### config.mk
export PLATFORM = sky130hd
export DESIGN_NAME = event_stamp_timer
export DESIGN_NICKNAME = d
export VERILOG_FILES = /design/src/rtl/stamp_pkg.sv /design/src/rtl/stamp_edge_sync.sv /design/src/rtl/stamp_prescaler.sv /design/src/rtl/stamp_count_core.sv /design/src/rtl/event_stamp_timer.sv
export SDC_FILE = /design/constraint.sdc
export NUM_CORES = 1
export LEC_CHECK = 0
export ABC_CLOCK_PERIOD_IN_PS = 3800
export BUFFER_PORTS_ARGS = -buffer_cell sky130_fd_sc_hd__buf_2
export CAP_MARGIN = 15
export CORE_MARGIN = 2
export CORE_UTILIZATION = 40
export CTS_BUF_LIST = sky130_fd_sc_hd__clkbuf_16
export DETAILED_ROUTE_END_ITERATION = 12
export GPL_TIMING_DRIVEN = 0
export PLACE_DENSITY_LB_ADDON = 0.12
export SYNTH_ARGS = -nofsm -noshare
export SYNTH_HDL_FRONTEND = slang
export SYNTH_SLANG_ARGS = --single-unit
### constraint.sdc
create_clock -name clk -period 3.8 [get_ports clk]
set_clock_uncertainty 0.1 [all_clocks]
set_input_delay 0.76 -clock clk [delete_from_list [all_inputs] [get_ports clk]]
set_output_delay 0.76 -clock clk [all_outputs]
set_load 0.01 [all_outputs]
### src/rtl/stamp_pkg.sv
// Package: shared widths and the resolution decode for the time tag counter.
// Assumes the resolution field is three bits and the largest period is 64.
package stamp_pkg;
    localparam int SEL_W = 3;                 // resolution code width
    localparam int PRE_W = 6;                 // prescaler width, holds 0..63
    localparam logic [SEL_W-1:0] TOP_CODE = 3'd5;  // last code with its own period

    // Returns the prescaler terminal value (period minus one) for a code.
    function automatic logic [PRE_W-1:0] last_of(input logic [SEL_W-1:0] code);
        logic [PRE_W:0] span;
        logic [SEL_W-1:0] eff;
        eff  = (code > TOP_CODE) ? TOP_CODE : code;
        span = (PRE_W+1)'(2) << eff;
        return PRE_W'(span - (PRE_W+1)'(1));
    endfunction
endpackage

### src/rtl/stamp_edge_sync.sv
// Module: stamp_edge_sync
// Brings an asynchronous level into the clk domain through STAGES flops,
// then emits a one-cycle pulse on each rising edge of the synchronised level.
// Assumes the input stays at each level for at least two clk periods so that
// no edge is lost.
module stamp_edge_sync #(
    parameter int STAGES = 2
) (
    input  logic clk,
    input  logic rst_n,
    input  logic async_i,
    output logic rise_o
);
    logic [STAGES-1:0] chain_q;
    logic              last_q;

    // Synchroniser chain: stage 0 samples the raw input.
    always_ff @(posedge clk) begin
        if (!rst_n) chain_q <= '0;
        else        chain_q <= {chain_q[STAGES-2:0], async_i};
    end

    // Holds the previous synchronised level for edge detection.
    always_ff @(posedge clk) begin
        if (!rst_n) last_q <= 1'b0;
        else        last_q <= chain_q[STAGES-1];
    end

    assign rise_o = chain_q[STAGES-1] & ~last_q;
endmodule

### src/rtl/stamp_prescaler.sv
// Module: stamp_prescaler
// Divides the 1 us reference tick by a power of two picked by a code.
// It is restarted by an external clear and by any change of the code;
// a tick in a restart cycle is dropped.
// Assumes ref_tick_i is a single-cycle pulse synchronous to clk.
module stamp_prescaler
    import stamp_pkg::*;
(
    input  logic             clk,
    input  logic             rst_n,
    input  logic             tick_i,
    input  logic [SEL_W-1:0] sel_i,
    input  logic             clr_i,
    output logic             adv_o
);
    logic [SEL_W-1:0] sel_q;
    logic [PRE_W-1:0] div_q;
    logic [PRE_W-1:0] term;
    logic             restart;

    assign term    = last_of(sel_i);
    assign restart = clr_i | (sel_i != sel_q);
    assign adv_o   = tick_i & ~restart & (div_q == term);

    // Remembers last cycle's code so that a change can be detected.
    always_ff @(posedge clk) begin
        if (!rst_n) sel_q <= '0;
        else        sel_q <= sel_i;
    end

    // Reference tick divider: restarts on clear or code change, wraps at term.
    always_ff @(posedge clk) begin
        if (!rst_n)                div_q <= '0;
        else if (restart)          div_q <= '0;
        else if (tick_i) begin
            if (div_q == term)     div_q <= '0;
            else                   div_q <= div_q + PRE_W'(1);
        end
    end
endmodule

### src/rtl/stamp_count_core.sv
// Module: stamp_count_core
// Holds the count. A host load has priority over an advance.
// An advance from all-ones wraps to zero and raises a one-cycle wrap flag.
// Assumes adv_i and wr_i are synchronous to clk.
module stamp_count_core #(
    parameter int W = 16
) (
    input  logic         clk,
    input  logic         rst_n,
    input  logic         adv_i,
    input  logic         wr_i,
    input  logic [W-1:0] wr_data_i,
    output logic [W-1:0] count_o,
    output logic         wrap_o
);
    localparam logic [W-1:0] ALL_ONES = '1;

    logic [W-1:0] cnt_q;
    logic         wrap_q;

    // Count register: load first, then advance, otherwise hold.
    always_ff @(posedge clk) begin
        if (!rst_n)     cnt_q <= '0;
        else if (wr_i)  cnt_q <= wr_data_i;
        else if (adv_i) cnt_q <= cnt_q + W'(1);
    end

    // Wrap flag: high for the single cycle after an advance from all ones.
    always_ff @(posedge clk) begin
        if (!rst_n) wrap_q <= 1'b0;
        else        wrap_q <= ~wr_i & adv_i & (cnt_q == ALL_ONES);
    end

    assign count_o = cnt_q;
    assign wrap_o  = wrap_q;
endmodule

### src/rtl/event_stamp_timer.sv
// Module: event_stamp_timer (top)
// 16-bit time tag counter. The count advances from a prescaled 1 us
// reference, or from a synchronised external tick when src_ext_i is set.
// It accepts host loads at once and flags a wrap to zero.
// Assumes ref_tick_i is a single-cycle pulse and that ext_tick_i
// changes no faster than the synchroniser can follow.
module event_stamp_timer
    import stamp_pkg::*;
#(
    parameter int CNT_W     = 16,
    parameter int SYNC_DEPTH = 2
) (
    input  logic             clk,
    input  logic             rst_n,
    input  logic             ref_tick_i,
    input  logic             ext_tick_i,
    input  logic [SEL_W-1:0] res_sel_i,
    input  logic             src_ext_i,
    input  logic             wr_en_i,
    input  logic [CNT_W-1:0] wr_data_i,
    output logic [CNT_W-1:0] count_o,
    output logic             wrap_o
);
    logic ref_adv;
    logic ext_adv;
    logic adv;

    stamp_prescaler presc_i (
        .clk    (clk),
        .rst_n  (rst_n),
        .tick_i (ref_tick_i),
        .sel_i  (res_sel_i),
        .clr_i  (wr_en_i),
        .adv_o  (ref_adv)
    );

    stamp_edge_sync #(.STAGES(SYNC_DEPTH)) sync_i (
        .clk     (clk),
        .rst_n   (rst_n),
        .async_i (ext_tick_i),
        .rise_o  (ext_adv)
    );

    // Source select between prescaled reference and external edges.
    always_comb begin
        adv = src_ext_i ? ext_adv : ref_adv;
    end

    stamp_count_core #(.W(CNT_W)) core_i (
        .clk       (clk),
        .rst_n     (rst_n),
        .adv_i     (adv),
        .wr_i      (wr_en_i),
        .wr_data_i (wr_data_i),
        .count_o   (count_o),
        .wrap_o    (wrap_o)
    );
endmodule

==> run metrics <==
status complete, no violations; Resize count post-CTS 0; Hold Vio Cnt, Final 0; Tmin final 3.04 ns; antenna violations before repair 0; FFs w/ async S/R, synth 0%; first-pass GRT wire length 6260 µm; Multi-input gate area 955 µm²; crit path launch type primary input; vias post-DR 1478; CTS root buffer clkbuf_16; # DRC 0; hold path depth 1; Worst slew margin 66.9%; final setup vio count 0; Top delay family on crit path simple AND/OR/NAND/NOR gates; GRT Total Usage 18.5%; I/O pin total 42; Ys Warns 0; slowest stage delay, CP 0.38 ns; 1st-iter DRT viols 112; Hold Crit Class flop to flop; Final Net Count 261; CP cell instances clkbuf_1 -> or3_1 -> ha_1 -> xor2_1 -> mux2i_1 -> o2111ai_1 -> and2_1 -> buf_6 -> a2111oi_0 -> nor3_1; largest net degree at the start of global routing 11; Max Slew Vio Count 0; Leak 0.740 nW; fmax 329 MHz; reg2reg path depth 7; placer congestion estimate 0.732; vias in the first global route 1299; CTS buffer count 5; RSZ-0062 raised after global routing false; Netlist Area Pre-Place 1620 µm²; Area Overhead vs Synth 23.5%; worst vdd ir 0.257 mV; first drt pass iteration count 4; Seq/Total Area, Yosys 35.9%; Core Area 3940 µm²; die width 67.6 µm; Buf/Inv on CP 2; total area of sequential cells 581 µm²; CTS tree built; WL met1 1910 µm; ys flop type dfxtp_1; routed wl met2 1600 µm; syn nets 217; max_cap viols 0; critical path type primary input to flop; Routed met3 length 247 µm; # hold bufs at CTS 0; Levels on crit path 10; Worst path slowest cell a2111oi_0; post-synthesis cell count 189; Initial Utilization 41.0%; CTS Sinks 29; Tcrit/Tclk final 80.0%; CP Capture Type flop; Pwr Density 395 nW/µm²; non-filler cells in the finished layout 283; Die Ht 67.6 µm; Worst-Skew Late Latency 0.27 ns; Total Wirelength 3830 µm; post-synthesis cell type count 39; DIE AREA 4570 µm²; Fin Hold WS 0.331 ns; htree depth 2; Port Buf Inserts 37; Worst Path Arrival 3.09 ns; Crit path required time 3.85 ns; top sig layer met4; row cnt 23; Synth Area per Inst 8.55 µm²; Via-to-Cell Ratio 5.22; filler instances 404; CP Max Fanout 10; Clk pin slew, worst setup/hold paths 0.05 ns; Post-synth EDFFs 0; # diodes 0; Avg WL per Cell 13.5 µm; #FFs+latches synth 29; Cells after DPL 276; ANT nets after route 0; setup TNS 0 ns; worst slew pin tran 0.497 ns; dpl hpwl 2790 µm; CTS Buffer Depth 2; total power draw 0.788 mW; grt total ovfl 0; Post-CTS Setup Bufs 0; share of layout cells above drive strength 1 24.9%
## power breakdown
part | switching (mW) | internal, mW
logic | 0.0482 | 0.0415
clock network | 0.128 | 0.233
registers | 0.0168 | 0.320
## metrics by stage
| stage | setup slack (ns) | area [µm²] | util (%) |
|---|---|---|---|
| final | 0.762 | 2000 | 50.7 |
| after global routing | 0.470 | 2000 | 50.7 |
| after CTS | 0.744 | 2000 | 50.7 |
| after detailed placement | 0.463 | 1860 | 47.3 |
| after global placement | 0.490 | 1860 | 47.3 |
| after floorplan | 0.705 | 1620 | - |
## layout by cell type (no fill, tap or decap), types with 4 or more instances in the layout
cell        n
nand2_1    14
nor2_1     12
xnor2_1    14
clkbuf_16   5
buf_2      39
a211oi_2    4
nand3_1     8
dfxtp_1    29
and2_1      9
inv_1       6
xor2_1      7
a21oi_1    18
clkbuf_1    8
nand4_1     6
o21ai_0    15
## routing by layer
layer	global-route usage [%]	up-vias
li1	-	763
met1	27.2	666
met2	25.4	42
met3	5.00	7
met4	6.89	0
met5	0	-
## kinds of logic (layout without fill, tap and decap cells)
| kind of cell | Yosys count | count (layout) | share of synthesized area, % |
|---|---|---|---|
| AOI/OAI and AO/OA | 48 | 48 | 20.2 |
| xor gates and xnor gates | 21 | 21 | 11.4 |
| adders and majority gates | 3 | 3 | 2.32 |
| buffers and inverters | 17 | 61 | 5.03 |
| DFF | 29 | 29 | 35.9 |
| muxes | 5 | 5 | 3.25 |
| and+or+nand+nor | 66 | 66 | 21.9 |
## final cells by class
class                      count  area share (%)
multi-input combinational    143            47.8
sequential                    29            29.1
timing repair buffer          37            9.27
clock buffer                   5            6.27
buffer                        12            3.13
tap                           50            3.13
inverter                       5           0.940
clock inverter                 2           0.376
## worst paths after layout
| check | start | end | slack (ns) |
|---|---|---|---|
| setup / recovery | res_sel_i[2] | core_i.count_o[13] | 0.76 |
| hold / removal | sync_i.chain_q[0] | sync_i.chain_q[1] | 0.33 |
| hold reg to reg | sync_i.chain_q[0] | sync_i.chain_q[1] | 0.33 |
| setup reg to reg | presc_i.div_q[1] | core_i.count_o[13] | 1.23 |
## state kept, by name, summed over array words and instances (netlist names)
signal          cells
sync_i.last_q       1
presc_i.div_q       6
sync_i.chain_q      2
core_i.wrap_o       1
presc_i.sel_q       3
core_i.count_o     16
## synthesized netlist by cell type (2+ instances only)
| cell | instances | area [µm²] |
|---|---|---|
| a211oi_2 | 4 | 50.1 |
| a21oi_1 | 18 | 90.1 |
| a31oi_1 | 2 | 12.5 |
| and2_1 | 9 | 56.3 |
| buf_2 | 2 | 10.0 |
| buf_6 | 2 | 22.5 |
| clkbuf_1 | 8 | 30.0 |
| dfxtp_1 | 29 | 581 |
| ha_1 | 3 | 37.5 |
| inv_1 | 5 | 18.8 |
| mux2_2 | 2 | 22.5 |
| mux2i_1 | 3 | 30.0 |
| nand2_1 | 14 | 52.6 |
| nand3_1 | 8 | 40.0 |
| nand4_1 | 6 | 37.5 |
| nor2_1 | 12 | 45.0 |
| nor3_1 | 3 | 15.0 |
| o211ai_1 | 2 | 15.0 |
| o21ai_0 | 15 | 75.1 |
| or3_1 | 3 | 18.8 |
| or4b_2 | 2 | 20.0 |
| xnor2_1 | 14 | 123 |
| xor2_1 | 7 | 61.3 |
## worst reg2reg max path, stage by stage, from the launching register on
cell and delay, ns:
dfxtp_1 0.34, or4_4 0.56, a2111oi_4 0.40, o2111ai_1 0.23, and2_1 0.23, buf_6 0.13, a2111oi_0 0.38, nor3_1 0.08
Note: power is estimated with default switching activity, not from simulation.
